[src/rtl/tw_pkg.sv]
package tw_pkg;

    localparam int BYTE_W      = 8;
    localparam int ADDR_W      = 7;
    localparam int WR_LOW_US   = 2;
    localparam int RD_LOW_US   = 1;
    localparam int RD_HIGH_US  = 1;
    localparam int GAP_US      = 4;
    localparam int TAIL_US     = 1;
    localparam int SYNC_US     = 1;
    localparam int WR_HIGH_CYC = 1;
    localparam logic [ADDR_W-1:0] BURST_ADDR = 7'h63;

    typedef enum logic [1:0] {
        OP_WRITE = 2'd0,
        OP_READ  = 2'd1,
        OP_BURST = 2'd2,
        OP_SYNC  = 2'd3
    } tw_op_e;

    typedef enum logic [1:0] {
        E_IDLE,
        E_LOW,
        E_HIGH
    } eng_state_e;

    typedef enum logic [3:0] {
        T_IDLE,
        T_ADDR,
        T_GAP1,
        T_WDATA,
        T_GAP2,
        T_RDATA,
        T_TAIL,
        T_DX,
        T_DY,
        T_SYNC
    } top_state_e;

    typedef struct packed {
        tw_op_e             op;
        logic [BYTE_W-1:0]  wdata;
    } req_t;

    function automatic int max2(input int a, input int b);
        return (a > b) ? a : b;
    endfunction

    function automatic logic [BYTE_W-1:0] addr_byte(input tw_op_e op,
                                                    input logic [ADDR_W-1:0] a);
        case (op)
            OP_WRITE: addr_byte = {1'b1, a};
            OP_BURST: addr_byte = {1'b0, BURST_ADDR};
            default:  addr_byte = {1'b0, a};
        endcase
    endfunction

endpackage

[src/rtl/tw_delay.sv]
module tw_delay #(
    parameter int W = 8
) (
    input  logic         clk,
    input  logic         rst,
    input  logic         load,
    input  logic [W-1:0] len,
    output logic         fire
);
    logic [W-1:0] cnt;
    logic         active;

    always_ff @(posedge clk) begin
        if (rst) begin
            cnt    <= '0;
            active <= 1'b0;
        end else if (load) begin
            cnt    <= len - 1'b1;
            active <= 1'b1;
        end else if (active) begin
            if (cnt == '0) active <= 1'b0;
            else           cnt    <= cnt - 1'b1;
        end
    end

    assign fire = active && (cnt == '0);

    assert_len_valid_R5: assert property (@(posedge clk) disable iff (rst)
        load |-> (len != '0));

endmodule

[src/rtl/tw_byte_engine.sv]
module tw_byte_engine
    import tw_pkg::*;
#(
    parameter int CLKS_PER_US = 50
) (
    input  logic              clk,
    input  logic              rst,
    input  logic              start,
    input  logic              wr,
    input  logic [BYTE_W-1:0] tx,
    output logic              done,
    output logic [BYTE_W-1:0] rx,
    output logic              sclk,
    output logic              sdo,
    output logic              oe,
    input  logic              sdi
);
    localparam int WLO  = WR_LOW_US  * CLKS_PER_US;
    localparam int RLO  = RD_LOW_US  * CLKS_PER_US;
    localparam int RHI  = RD_HIGH_US * CLKS_PER_US;
    localparam int TW   = $clog2(max2(max2(WLO, RLO), RHI) + 1);
    localparam int BW   = $clog2(BYTE_W);
    localparam logic [TW-1:0] WLO_L = TW'(WLO);
    localparam logic [TW-1:0] RLO_L = TW'(RLO);
    localparam logic [TW-1:0] RHI_L = TW'(RHI);
    localparam logic [TW-1:0] WHI_L = TW'(WR_HIGH_CYC);
    localparam logic [BW-1:0] LAST  = BW'(BYTE_W - 1);

    eng_state_e        st;
    logic              wr_q;
    logic [BYTE_W-1:0] shreg;
    logic [BW-1:0]     nbit;
    logic              t_load;
    logic [TW-1:0]     t_len;
    logic              t_fire;

    tw_delay #(.W(TW)) u_phase (
        .clk  (clk),
        .rst  (rst),
        .load (t_load),
        .len  (t_len),
        .fire (t_fire)
    );

    always_comb begin
        t_load = 1'b0;
        t_len  = WLO_L;
        case (st)
            E_IDLE: if (start) begin
                t_load = 1'b1;
                t_len  = wr ? WLO_L : RLO_L;
            end
            E_LOW: if (t_fire) begin
                t_load = 1'b1;
                t_len  = wr_q ? WHI_L : RHI_L;
            end
            E_HIGH: if (t_fire && nbit != LAST) begin
                t_load = 1'b1;
                t_len  = wr_q ? WLO_L : RLO_L;
            end
            default: ;
        endcase
    end

    always_ff @(posedge clk) begin
        if (rst) begin
            st    <= E_IDLE;
            wr_q  <= 1'b0;
            shreg <= '0;
            nbit  <= '0;
            sclk  <= 1'b1;
            oe    <= 1'b0;
            done  <= 1'b0;
        end else begin
            done <= 1'b0;
            case (st)
                E_IDLE: if (start) begin
                    shreg <= tx;
                    wr_q  <= wr;
                    oe    <= wr;
                    nbit  <= '0;
                    sclk  <= 1'b0;
                    st    <= E_LOW;
                end
                E_LOW: if (t_fire) begin
                    if (!wr_q) shreg <= {shreg[BYTE_W-2:0], sdi};
                    sclk <= 1'b1;
                    st   <= E_HIGH;
                end
                E_HIGH: if (t_fire) begin
                    if (nbit == LAST) begin
                        oe   <= 1'b0;
                        done <= 1'b1;
                        st   <= E_IDLE;
                    end else begin
                        nbit <= nbit + 1'b1;
                        if (wr_q) shreg <= {shreg[BYTE_W-2:0], 1'b0};
                        sclk <= 1'b0;
                        st   <= E_LOW;
                    end
                end
                default: st <= E_IDLE;
            endcase
        end
    end

    assign sdo = shreg[BYTE_W-1];
    assign rx  = shreg;

    assert_idle_clock_high_R1: assert property (@(posedge clk) disable iff (rst)
        (st == E_IDLE) |-> (sclk && !oe));

    assert_data_held_at_rise_R2: assert property (@(posedge clk) disable iff (rst)
        ($rose(sclk) && oe) |-> $stable(sdo));

endmodule

[src/rtl/tw_reg_master.sv]
module tw_reg_master
    import tw_pkg::*;
#(
    parameter int CLKS_PER_US = 50
) (
    input  logic                clk,
    input  logic                rst,
    input  logic                req_valid,
    input  logic [1:0]          req_op,
    input  logic [6:0]          req_addr,
    input  logic [7:0]          req_wdata,
    output logic                busy,
    output logic                done,
    output logic [7:0]          rd_data,
    output logic signed [7:0]   burst_dx,
    output logic signed [7:0]   burst_dy,
    output logic                sclk,
    output logic                sdata_o,
    output logic                sdata_oe,
    input  logic                sdata_i,
    output logic                sel_n
);
    localparam int GAP_CYC  = GAP_US  * CLKS_PER_US;
    localparam int TAIL_CYC = TAIL_US * CLKS_PER_US;
    localparam int SYNC_CYC = SYNC_US * CLKS_PER_US;
    localparam int TW       = $clog2(max2(max2(GAP_CYC, TAIL_CYC), SYNC_CYC) + 1);
    localparam logic [TW-1:0] GAP_L  = TW'(GAP_CYC);
    localparam logic [TW-1:0] TAIL_L = TW'(TAIL_CYC);
    localparam logic [TW-1:0] SYNC_L = TW'(SYNC_CYC);

    top_state_e        st;
    req_t              rq;
    tw_op_e            in_op;
    logic              eng_start;
    logic              eng_wr;
    logic [BYTE_W-1:0] eng_tx;
    logic              eng_done;
    logic [BYTE_W-1:0] eng_rx;
    logic              t_load;
    logic [TW-1:0]     t_len;
    logic              t_fire;

    assign in_op = tw_op_e'(req_op);

    tw_byte_engine #(.CLKS_PER_US(CLKS_PER_US)) u_engine (
        .clk   (clk),
        .rst   (rst),
        .start (eng_start),
        .wr    (eng_wr),
        .tx    (eng_tx),
        .done  (eng_done),
        .rx    (eng_rx),
        .sclk  (sclk),
        .sdo   (sdata_o),
        .oe    (sdata_oe),
        .sdi   (sdata_i)
    );

    tw_delay #(.W(TW)) u_gap (
        .clk  (clk),
        .rst  (rst),
        .load (t_load),
        .len  (t_len),
        .fire (t_fire)
    );

    always_comb begin
        eng_start = 1'b0;
        eng_wr    = 1'b0;
        eng_tx    = '0;
        t_load    = 1'b0;
        t_len     = GAP_L;
        case (st)
            T_IDLE: if (req_valid) begin
                if (in_op == OP_SYNC) begin
                    t_load = 1'b1;
                    t_len  = SYNC_L;
                end else begin
                    eng_start = 1'b1;
                    eng_wr    = 1'b1;
                    eng_tx    = addr_byte(in_op, req_addr);
                end
            end
            T_ADDR, T_WDATA: if (eng_done) begin
                t_load = 1'b1;
                t_len  = GAP_L;
            end
            T_GAP1: if (t_fire) begin
                eng_start = 1'b1;
                eng_wr    = (rq.op == OP_WRITE);
                eng_tx    = rq.wdata;
            end
            T_RDATA: if (eng_done) begin
                t_load = 1'b1;
                t_len  = TAIL_L;
            end
            T_DX: if (eng_done) begin
                eng_start = 1'b1;
                eng_wr    = 1'b0;
            end
            default: ;
        endcase
    end

    always_ff @(posedge clk) begin
        if (rst) begin
            st       <= T_IDLE;
            rq       <= '{op: OP_WRITE, wdata: '0};
            sel_n    <= 1'b1;
            done     <= 1'b0;
            rd_data  <= '0;
            burst_dx <= '0;
            burst_dy <= '0;
        end else begin
            done <= 1'b0;
            case (st)
                T_IDLE: if (req_valid) begin
                    rq    <= '{op: in_op, wdata: req_wdata};
                    sel_n <= 1'b0;
                    st    <= (in_op == OP_SYNC) ? T_SYNC : T_ADDR;
                end
                T_ADDR: if (eng_done) st <= T_GAP1;
                T_GAP1: if (t_fire) begin
                    case (rq.op)
                        OP_WRITE: st <= T_WDATA;
                        OP_READ:  st <= T_RDATA;
                        default:  st <= T_DX;
                    endcase
                end
                T_WDATA: if (eng_done) st <= T_GAP2;
                T_RDATA: if (eng_done) begin
                    rd_data <= eng_rx;
                    st      <= T_TAIL;
                end
                T_DX: if (eng_done) begin
                    burst_dx <= $signed(eng_rx);
                    st       <= T_DY;
                end
                T_DY: if (eng_done) begin
                    burst_dy <= $signed(eng_rx);
                    sel_n    <= 1'b1;
                    done     <= 1'b1;
                    st       <= T_IDLE;
                end
                T_GAP2, T_TAIL, T_SYNC: if (t_fire) begin
                    sel_n <= 1'b1;
                    done  <= 1'b1;
                    st    <= T_IDLE;
                end
                default: st <= T_IDLE;
            endcase
        end
    end

    assign busy = (st != T_IDLE);

    assert_released_when_deselected_R6: assert property (@(posedge clk) disable iff (rst)
        sel_n |-> !sdata_oe);

    assert_no_drive_in_read_R4: assert property (@(posedge clk) disable iff (rst)
        (st == T_RDATA || st == T_DX || st == T_DY) |-> !sdata_oe);

    assert_sync_no_clock_R9: assert property (@(posedge clk) disable iff (rst)
        (st == T_SYNC) |-> sclk);

    assert_burst_release_R7: assert property (@(posedge clk) disable iff (rst)
        (st == T_DY && eng_done) |=> (sel_n && sclk));

    assert_done_pulse_R10: assert property (@(posedge clk) disable iff (rst)
        done |=> !done);

    assert_done_deselected_R10: assert property (@(posedge clk) disable iff (rst)
        done |-> (sel_n && !busy));

endmodule

[config.mk]
export PLATFORM = sky130hd
export DESIGN_NAME = tw_reg_master
export DESIGN_NICKNAME = d
export VERILOG_FILES = /design/src/rtl/tw_pkg.sv /design/src/rtl/tw_delay.sv /design/src/rtl/tw_byte_engine.sv /design/src/rtl/tw_reg_master.sv
export SDC_FILE = /design/constraint.sdc
export NUM_CORES = 1
export LEC_CHECK = 0
export ABC_AREA = 1
export BUFFER_PORTS_ARGS = -buffer_cell sky130_fd_sc_hd__buf_2
export CORE_UTILIZATION = 57
export DETAILED_ROUTE_END_ITERATION = 10
export PLACE_DENSITY = 0.81
export SYNTH_ARGS = -nofsm -noshare
export SYNTH_HDL_FRONTEND = slang
export SYNTH_SLANG_ARGS = --single-unit
[constraint.sdc]
create_clock -name clk -period 2.9 [get_ports clk]
set_input_delay 0.435 -clock clk [delete_from_list [all_inputs] [get_ports clk]]
set_output_delay 0.435 -clock clk [all_outputs]
set_load 0.01 [all_outputs]
==> flow_metrics.env, run 1 <==
export IMPL_worstMarginPinSlew_ns=0.527
export IMPL_synth_area_mux_share_pct=0
export IMPL_final_setup_viol_count=0
export IMPL_yosysWarnings=0
export IMPL_swShare_pct=44.2
export IMPL_cap_viol_max_count=0
export IMPL_top_layer_used="met4"
export IMPL_cts_root_buf="clkbuf_8"
export IMPL_required_ns=3.20
export IMPL_netlist_cell_type_count=37
export IMPL_route_vias_total=3592
export IMPL_hold_viol=0
export IMPL_synth_top_family_by_area="simple AND/OR/NAND/NOR gates"
export IMPL_period_minus_slack_ns=2.56
export IMPL_place_congestion=0.965
export IMPL_cts_hold_buf=0
export IMPL_crit_arrival_ns=2.86
export IMPL_syn_inst=517
export IMPL_p_per_area_mw_per_mm2=943
export IMPL_clk_pin_slew_ns=0.08
export IMPL_place_ws_ns=0.367
export IMPL_cts_tree="built"
export IMPL_drt_initial_drc_count=268
export IMPL_synthesis_nets=546
export IMPL_dpl_instance_area_mm2=0.00402
export IMPL_htreeDepth=3
export IMPL_synth_fa_ha_area_share_pct=2.70
export IMPL_slew_violations=0
export IMPL_status="completed"
export IMPL_grt_usage_pct=28.7
export IMPL_met2_length_um=4410
export IMPL_num_rows=28
export IMPL_die_area_mm2=0.00682
export IMPL_numClockSinks=74
export IMPL_die_x_um=82.6
export IMPL_internal_power_uw=2220
export IMPL_pin_count=51
export IMPL_post_cts_resized=0
export IMPL_drc=0
export IMPL_wl_um=9030
export IMPL_p_comb_share_pct=44.7
export IMPL_wl_per_cell_um=13.9
export IMPL_crit_fanout=9
export IMPL_place_hpwl_um=6550
export IMPL_place_inst=632
export IMPL_routed_wl_met3_um=505
export IMPL_ant_nets=0
export IMPL_synth_largest_area_cell="dfxtp_1"
export IMPL_clock_fmax_mhz=390
export IMPL_power_leakage_uw=0.00195
export IMPL_portBuffers=50
export IMPL_clk_latency_ns=0.36
export IMPL_start_util_pct=60.7
export IMPL_gr_total_overflow=0
export IMPL_slew_headroom_pct=64.9
export IMPL_p_switching_uw=1760
export IMPL_grt_pass1_vias=3292
export IMPL_antenna_found_initial=0
export IMPL_met1Wirelength_um=3880
export IMPL_cts_buffers=9
export IMPL_coreArea_mm2=0.00610
export IMPL_grt_pass1_wl_um=14700
export IMPL_grt_start_max_net_pins=42
export IMPL_finalCritPeriodShare_pct=88.4
export IMPL_cts_setup_buffers=0
export IMPL_irDropWorstVdd_mv=0.584
export IMPL_fillers=527
export IMPL_utilization_pct=69.3
export IMPL_critPathCaptureType="register"
export IMPL_final_area_mm2=0.00423
export IMPL_clockBufferDepth=2
export IMPL_p_clk_share_pct=21.3
export IMPL_synth_area_leaders="dfxtp_1, nand2_1, o21ai_0"
export IMPL_fin_nets=597
export IMPL_synth_seq_cells=74
export IMPL_viasPerCell=5.54
export IMPL_final_cell_mix="nand2_1, dfxtp_1, nor2_1, o21ai_0, inv_1"
export IMPL_synth_compound_area_share_pct=19.6
export IMPL_critPathKind="register to register"
export IMPL_syn_area_mm2=0.00370
export IMPL_synth_avg_cell_area_um2=7.16
export IMPL_cp_start_kind="register"
export IMPL_n_antenna_cell=0
export IMPL_drt_first_pass_iters=4
export IMPL_synthXorXnorAreaFrac_pct=0.710
export IMPL_die_y_um=82.6
export IMPL_setup_slack_ns=0.335
export IMPL_layout_commonest_cell="nand2_1"
export IMPL_tns_ns=0
export IMPL_synth_top_cell_area_share_pct=40.0
export IMPL_yosys_area_share_simple_pct=29.7
export IMPL_rsz0062_at_grt="no"
export IMPL_final_cells=648
export IMPL_fin_skew_ns=0.0136
export IMPL_area_growth_pct=14.2
export IMPL_seqPwrFrac_pct=34.0
export IMPL_ys_seq_area_share_pct=40.0
export IMPL_holdCritPathClass="input port to register"
export IMPL_drive_gt1_share_pct=18.7
==> kinds of logic after synthesis <==
kind of cell             Yosys count
XOR/XNOR                           3
AO/OA/AOI/OAI                    133
flip-flops                        74
AND/OR/NAND/NOR                  228
adder cells (fa/ha/maj)            8
buffers and inverters             71
==> power groups by stage <==
stage / clock (uW) / combinational, uW / sequential [uW]
global placement: 0 / 1700 / 1370
global route: 895 / 2010 / 1380
floorplan: 0 / 1410 / 1340
finish: 850 / 1780 / 1350
CTS: 856 / 1770 / 1350
detailed placement: 0 / 1760 / 1370
==> final timing paths <==
kind / start / end / slack [ns] / cells after the start
worst min-delay path: req_op[0] / rq[8] / 0.36 / 3
worst max register to register: u_engine.st[0] / u_engine.u_phase.cnt[6] / 0.34 / 17
worst min register to register: rq[5] / rq[5] / 0.45 / 2
worst max-delay path: u_engine.st[0] / u_engine.u_phase.cnt[6] / 0.34 / 17
==> Yosys cell counts <==
cell	n
a21oi_2	2
o31ai_1	3
nand3_4	2
nor2_8	1
a211oi_1	3
a311oi_1	1
o221a_2	1
nand3_2	2
o22ai_1	1
nand2_1	94
o221ai_1	1
nor2_2	4
a31oi_1	3
o32ai_1	4
nand2_2	6
o21ai_1	2
inv_1	52
nor3b_2	1
nand2_4	5
inv_2	6
a22oi_1	1
nor2_4	4
xor2_1	3
dfxtp_1	74
nor3_1	6
a21oi_1	47
nor2_1	64
nor3b_1	1
clkbuf_1	11
nor4_2	1
nand4_1	2
or2_2	2
buf_2	2
nand2_8	1
ha_1	8
o21ai_0	64
nand3_1	32
==> registers in the layout (all words and copies together) (netlist names) <==
signal / flops
rq: 10
burst_dx: 8
burst_dy: 8
rd_data: 8
u_engine.rx: 8
u_gap.cnt: 8
u_engine.u_phase.cnt: 7
st: 4
u_engine.nbit: 3
u_engine.st: 2
done: 1
sel_n: 1
u_engine.done: 1
u_engine.oe: 1
u_engine.sclk: 1
u_engine.u_phase.active: 1
u_engine.wr_q: 1
u_gap.active: 1
==> worst max-delay path, cell delays in order (launching register included) <==
cell and delay [ns]:
dfxtp_1 0.34, inv_1 0.09, ha_1 0.27, inv_1 0.11, nor2_1 0.25, inv_1 0.09
nand2_1 0.09, nand2_1 0.11, nand2_4 0.11, nand2_8 0.08, a21oi_2 0.21, ha_1 0.24
nand3_4 0.10, nor2_4 0.11, nand2_1 0.06, nand2_1 0.07, nand3_2 0.06, a21oi_2 0.10
==> layout make-up <==
type	instances	area [um2]	share of cell area (%)
clock buffer	10	138	3.26
clock inverter	6	72.6	1.72
inverter	58	218	5.15
multi-input combinational	372	1950	46.2
sequential	74	1480	35.1
tap	75	93.8	2.22
timing repair buffer	53	273	6.45
==> metal layers <==
metal | up-vias | global-route usage (%)
met4 | 0 | 13.3
met1 | 1653 | 32.9
li1 | 1813 | -
met5 | - | 0
met2 | 99 | 50.2
met3 | 27 | 6.92
==> through the flow <==
step	power [uW]	hold slack [ns]
6_report	3980	0.356
5_1_grt	4290	0.362
4_1_cts	3980	0.344
3_5_place_dp	3130	0.439
3_3_place_gp	3070	0.436
2_1_floorplan	2750	0.424
Power figures use the tool's default switching activity.
==> inputs of run 2 (changes only) <==
Settings changed: RECOVER_POWER set to 50.
==> flow_metrics.env, run 2 (synthesized netlist as in run 1, its figures left out) <==
export IMPL_status="completed"
export IMPL_hold_viol=0
export IMPL_cap_viol_max_count=0
export IMPL_drive_gt1_share_pct=12.6
export IMPL_critPathSlowestCell="dfxtp_1"
export IMPL_r2r_start="u_engine.st[0]"
export IMPL_wl_um=9040
export IMPL_die_area_mm2=0.00682
export IMPL_cts_hold_buf=0
export IMPL_worstRegToRegCells=17
export IMPL_fin_nets=597
export IMPL_crit_family="simple AND/OR/NAND/NOR gates"
export IMPL_power_leakage_uw=0.00183
export IMPL_antenna_found_initial=0
export IMPL_path_cells="inv_1, ha_1, inv_1, nor2_1, inv_1, nand2_1, nand2_1, nand2_4, nand2_8, a21oi_2, ha_1, nand3_4, nor2_4, nand2_1, nand2_1, nand3_2, a21oi_2"
export IMPL_drc=0
export IMPL_clk_pin_slew_ns=0.08
export IMPL_die_y_um=82.6
export IMPL_die_x_um=82.6
export IMPL_gr_total_overflow=0
export IMPL_slew_violations=0
export IMPL_hp_start="req_op[0]"
export IMPL_largest_register="rq"
export IMPL_worstMarginPinSlew_ns=0.527
export IMPL_required_ns=3.20
export IMPL_start_util_pct=60.7
export IMPL_clock_fmax_mhz=390
export IMPL_p_per_area_mw_per_mm2=950
export IMPL_critPathCaptureType="register"
export IMPL_tns_ns=0
export IMPL_largest_register_ffs=10
export IMPL_place_congestion=0.965
export IMPL_critPathMaxStageDelay_ns=0.34
export IMPL_rsz0062_at_grt="no"
export IMPL_final_setup_viol_count=0
export IMPL_p_comb_share_pct=44.5
export IMPL_viasPerCell=5.51
export IMPL_seqPwrFrac_pct=34.2
export IMPL_coreArea_mm2=0.00610
export IMPL_cts_tree="built"
export IMPL_cts_buffers=9
export IMPL_area_growth_pct=12.8
export IMPL_min_to="rq[8]"
export IMPL_irDropWorstVdd_mv=0.582
export IMPL_cp_start_kind="register"
export IMPL_pin_count=51
export IMPL_htreeDepth=3
export IMPL_p_switching_uw=1760
export IMPL_clk_latency_ns=0.36
export IMPL_finalCritPeriodShare_pct=88.3
export IMPL_drt_initial_drc_count=260
export IMPL_grt_pass1_vias=3292
export IMPL_place_hpwl_um=6550
export IMPL_portBuffers=50
export IMPL_slew_headroom_pct=64.8
export IMPL_post_cts_resized=0
export IMPL_hold_slack_ns=0.356
export IMPL_clockBufferDepth=2
export IMPL_num_rows=28
export IMPL_layout_commonest_cell="nand2_1"
export IMPL_period_minus_slack_ns=2.56
export IMPL_cts_setup_buffers=0
export IMPL_crit_buf_inv=3
export IMPL_min_path_cells=3
export IMPL_setup_slack_ns=0.338
export IMPL_utilization_pct=68.5
export IMPL_swShare_pct=44.3
export IMPL_wl_per_cell_um=14.0
export IMPL_holdCritPathClass="input port to register"
export IMPL_crit_fanout=9
export IMPL_ant_nets=0
export IMPL_p_clk_share_pct=21.3
export IMPL_n_antenna_cell=0
export IMPL_route_vias_total=3573
export IMPL_final_area_mm2=0.00418
export IMPL_internal_power_uw=2210
export IMPL_reg2reg_setup_slack_ns=0.34
export IMPL_fin_skew_ns=0.0126
export IMPL_critPathKind="register to register"
export IMPL_grt_start_max_net_pins=42
export IMPL_dpl_instance_area_mm2=0.00402
export IMPL_crit_arrival_ns=2.86
export IMPL_grt_usage_pct=28.7
export IMPL_final_cell_mix="nand2_1, dfxtp_1, nor2_1"
export IMPL_cts_root_buf="clkbuf_8"
export IMPL_path_common_cell="nand2_1"
export IMPL_grt_pass1_wl_um=14700
export IMPL_drt_first_pass_iters=6
export IMPL_place_ws_ns=0.367
export IMPL_reg2reg_to="u_engine.u_phase.cnt[6]"
export IMPL_numClockSinks=74
## run 2: cell types whose count changed in the layout (fill, tap and decap cells not counted), sizes merged
cell	change
clkbuf	+30
buf	-30
## run 2: final cells by class
| cell class | count | area, um2 |
|---|---|---|
| clock buffers | 10 | 138 |
| fillers | 549 | 1920 |
| inverters | 58 | 218 |
| flip-flops and latches | 74 | 1480 |
| multi-input cells | 372 | 1940 |
| repair buffers | 53 | 233 |
| clock inverters | 6 | 72.6 |
| well taps | 75 | 93.8 |
## run 2: power groups by stage
stage               combinational [uW]  clock (uW)  sequential [uW]
floorplan                         1410           0             1340
finish                            1770         845             1360
CTS                               1770         856             1350
global placement                  1700           0             1370
global route                      2000         895             1380
detailed placement                1760           0             1370
## run 2: how the worst max path moves through the flow
stage / startpoint / end / slack (ns) / cells past startpoint
finish: u_engine.st[0] / u_engine.u_phase.cnt[6] / 0.34 / 17
global route: u_engine.st[0] / u_engine.u_phase.cnt[6] / 0.07 / 17
CTS: u_engine.st[0] / u_engine.u_phase.cnt[6] / 0.35 / 17
detailed placement: u_engine.st[0] / u_engine.u_phase.cnt[6] / 0.37 / 17
global placement: u_engine.st[0] / u_engine.u_phase.cnt[6] / 0.52 / 17
floorplan: u_engine.st[0] / u_engine.u_phase.cnt[6] / 0.66 / 16
## run 2: layer usage
metal / vias up / track usage, % / routed length (um)
met5: - / 0 / 0
met4: 0 / 13.3 / 210
met3: 24 / 6.92 / 427
met2: 90 / 50.2 / 4470
met1: 1649 / 32.9 / 3930
li1: 1810 / - / -
## run 2: metrics by stage
step                      instances  power [uW]
after detailed placement        632        3130
after global placement          632        3070
after floorplan                 517        2750
after CTS                       648        3980
after global routing            648        4270
final                           648        3970
## run 2: worst register-to-register path, stage by stage, from the launching register on
cell and delay [ns]:
dfxtp_1 0.34, inv_1 0.09, ha_1 0.26, inv_1 0.11
nor2_1 0.25, inv_1 0.09, nand2_1 0.09, nand2_1 0.11
nand2_4 0.11, nand2_8 0.08, a21oi_2 0.21, ha_1 0.24
nand3_4 0.10, nor2_4 0.11, nand2_1 0.06, nand2_1 0.07
nand3_2 0.06, a21oi_2 0.10
==> inputs of run 3 (changes only) <==
--- a/config.mk
+++ b/config.mk
@@ -7,7 +7,6 @@
 export LEC_CHECK = 0
-export ABC_AREA = 1
 export BUFFER_PORTS_ARGS = -buffer_cell sky130_fd_sc_hd__buf_2
-export CORE_UTILIZATION = 57
+export CORE_UTILIZATION = 58
 export DETAILED_ROUTE_END_ITERATION = 10
-export PLACE_DENSITY = 0.81
+export PLACE_DENSITY = 0.8
 export RECOVER_POWER = 50
--- a/constraint.sdc
+++ b/constraint.sdc
@@ -3,2 +3,2 @@
 set_output_delay 0.435 -clock clk [all_outputs]
-set_load 0.01 [all_outputs]
+set_load 0.005 [all_outputs]
==> flow_metrics.env, run 3 <==
export IMPL_status="completed"
export IMPL_clk_pin_slew_ns=0.09
export IMPL_die_x_um=83.0
export IMPL_min_path_cells=3
export IMPL_yosysWarnings=0
export IMPL_cp_start_kind="register"
export IMPL_required_ns=3.17
export IMPL_fin_skew_ns=0.0104
export IMPL_r2r_start="st[2]"
export IMPL_global_route_usage_met1_pct=40.5
export IMPL_finalCritPeriodShare_pct=95.1
export IMPL_reg2reg_setup_slack_ns=0.14
export IMPL_p_per_area_mw_per_mm2=711
export IMPL_reg2reg_to="u_engine.u_phase.cnt[6]"
export IMPL_synthMostInstantiatedCell="dfxtp_1"
export IMPL_place_hpwl_um=6730
export IMPL_swShare_pct=37.1
export IMPL_gr_total_overflow=0
export IMPL_numClockSinks=74
export IMPL_grt_pass1_wl_um=16200
export IMPL_drc=0
export IMPL_async_flop_share_pct=0
export IMPL_dpl_instance_area_mm2=0.00424
export IMPL_hold_viol=0
export IMPL_min_to="rq[4]"
export IMPL_synth_largest_area_cell="dfxtp_1"
export IMPL_drt_first_pass_iters=5
export IMPL_n_antenna_cell=0
export IMPL_grt_start_max_net_pins=35
export IMPL_grt_use_met2_pct=45.5
export IMPL_clock_fmax_mhz=362
export IMPL_wl_per_cell_um=16.2
export IMPL_antenna_found_initial=0
export IMPL_critPathCaptureType="register"
export IMPL_power_uw=3200
export IMPL_cts_tree="built"
export IMPL_crit_arrival_ns=3.03
export IMPL_cap_viol_max_count=0
export IMPL_worstMarginPinSlew_ns=0.681
export IMPL_synth_area_leaders="dfxtp_1, mux2i_1, nand2_1"
export IMPL_yosys_area_share_simple_pct=23.6
export IMPL_synth_compound_area_share_pct=20.5
export IMPL_tns_ns=0
export IMPL_multiInputGateArea_mm2=0.00222
export IMPL_synth_top_cell_area_share_pct=39.0
export IMPL_hold_slack_ns=0.304
export IMPL_final_cell_mix="dfxtp_1, nand2_1, nor2_1"
export IMPL_drive_gt1_share_pct=21.9
export IMPL_worstRegToRegCells=11
export IMPL_fin_nets=548
export IMPL_largest_register_ffs=10
export IMPL_htreeDepth=3
export IMPL_clockBufferDepth=2
export IMPL_grt_pass1_vias=3324
export IMPL_synthesis_nets=481
export IMPL_ys_seq_area_share_pct=39.0
export IMPL_portBuffers=50
export IMPL_die_y_um=83.0
export IMPL_power_leakage_uw=0.00191
export IMPL_syn_inst=452
export IMPL_fillers=497
export IMPL_clk_latency_ns=0.36
export IMPL_seqPwrFrac_pct=39.8
export IMPL_holdCritPathClass="input port to register"
export IMPL_grt_usage_pct=29.0
export IMPL_final_cells=601
export IMPL_synth_ff_type="dfxtp_1"
export IMPL_drt_initial_drc_count=302
export IMPL_synth_area_mux_share_pct=8.76
export IMPL_p_comb_share_pct=33.7
export IMPL_slew_violations=0
export IMPL_ant_nets=0
export IMPL_route_vias_total=3634
export IMPL_synth_fa_ha_area_share_pct=2.63
export IMPL_slew_headroom_pct=54.2
export IMPL_pin_count=51
export IMPL_period_minus_slack_ns=2.76
export IMPL_coreArea_mm2=0.00635
export IMPL_place_congestion=0.926
export IMPL_synthXorXnorAreaFrac_pct=1.38
export IMPL_p_switching_uw=1190
export IMPL_netlist_cell_type_count=70
export IMPL_viasPerCell=6.05
export IMPL_layout_commonest_cell="dfxtp_1"
export IMPL_largest_register="rq"
export IMPL_wl_um=9730
export IMPL_busiest_layer="met2"
export IMPL_final_setup_viol_count=0
export IMPL_p_clk_share_pct=26.5
export IMPL_synth_edff_count=0
export IMPL_syn_area_mm2=0.00380
export IMPL_final_area_mm2=0.00450
export IMPL_cts_buffers=9
export IMPL_crit_fanout=5
export IMPL_synth_top_family_by_area="simple AND/OR/NAND/NOR gates"
export IMPL_area_growth_pct=18.4
export IMPL_die_area_mm2=0.00688
export IMPL_synth_avg_cell_area_um2=8.41
export IMPL_regArea_mm2=0.00148
export IMPL_irDropWorstVdd_mv=0.497
export IMPL_hp_start="req_wdata[4]"
export IMPL_synth_seq_cells=74
export IMPL_cts_root_buf="clkbuf_8"
export IMPL_grtUsageMet3_pct=4.47
export IMPL_start_util_pct=59.9
export IMPL_place_inst=583
export IMPL_num_rows=29
export IMPL_internal_power_uw=2010
export IMPL_synth_commonest_cells="dfxtp_1, nand2_1, nor2_1, a21oi_1, mux2i_1"
export IMPL_critPathKind="register to register"
[run 3: changes by cell type in the layout (fill, tap and decap cells not counted), sizes merged, moves of 5 or more]
cell	delta
buf	+46
inv	-44
nand2	-41
o21ai	-38
mux2i	+31
nand3	-28
clkbuf	-21
nor2	-11
a221oi	+5
nor4	+5
[run 3: power by group through the flow]
stage / Sequential [uW] / Clock, uW / Combinational, uW
final: 1270 / 849 / 1080
after global routing: 1290 / 897 / 1180
after CTS: 1250 / 859 / 1020
after detailed placement: 1270 / 0 / 1000
after global placement: 1260 / 0 / 982
after floorplan: 1250 / 0 / 746
[run 3: worst max-delay path by stage]
stage	start	endpoint	slack [ns]	cells after the start
after CTS	u_gap.cnt[0]	u_engine.u_phase.cnt[6]	0.05	11
after floorplan	req_op[1]	u_engine.u_phase.cnt[4]	0.14	13
final	st[2]	u_engine.u_phase.cnt[6]	0.14	11
after detailed placement	u_gap.cnt[0]	u_engine.u_phase.cnt[4]	0.02	11
after global routing	st[2]	u_engine.u_phase.cnt[4]	-0.004	12
after global placement	u_gap.cnt[0]	u_engine.u_phase.cnt[4]	0.12	11
[run 3: kinds of logic (layout without fill, tap and decap cells)]
kind of cell,count (synthesis),in the layout
AO/OA/AOI/OAI,118,118
adder cells (fa/ha/maj),8,8
AND/OR/NAND/NOR,179,179
multiplexers,32,32
buffers and inverters,35,107
flip-flops,74,74
XOR/XNOR,6,6
[run 3: metal layers]
layer / vias to the layer above / wire length, um
li1: 1757 / -
met1: 1733 / 4570
met2: 121 / 4500
met3: 23 / 460
met4: 0 / 203
met5: - / 0
[run 3: final cells by class]
class	instances	area share, %
Timing Repair Buffer	79	10.0
Clock inverter	7	1.86
Clock buffer	9	2.75
Inverter	12	1.00
Multi-Input combinational cell	343	49.3
Tap cell	77	2.14
Sequential cell	74	33.0
[run 3: repair_timing]
item,4_1_cts,5_1_grt
pin swaps,0,3
endpoints found under the setup margin,2,3
gates resized for setup,1,10
hold buffers,0,0
buffers inserted,0,2
[run 3: per-stage QoR]
| step | utilization [%] | setup WS (ns) |
|---|---|---|
| 3_3_place_gp | 66.8 | 0.116 |
| 6_report | 70.9 | 0.141 |
| 2_1_floorplan | - | 0.136 |
| 4_1_cts | 70.2 | 0.0531 |
| 5_1_grt | 70.9 | -0.00378 |
| 3_5_place_dp | 66.8 | 0.0246 |
[run 3: worst max-delay path, cell delays in order (launching register included)]
cell      delay [ns]
dfxtp_1         0.48
and3b_1         0.30
nand3_1         0.16
a31o_4          0.28
a21o_1          0.20
a21oi_1         0.19
ha_2            0.22
inv_1           0.06
or2_2           0.33
nor2_1          0.13
xnor2_1         0.10
a221oi_2        0.23
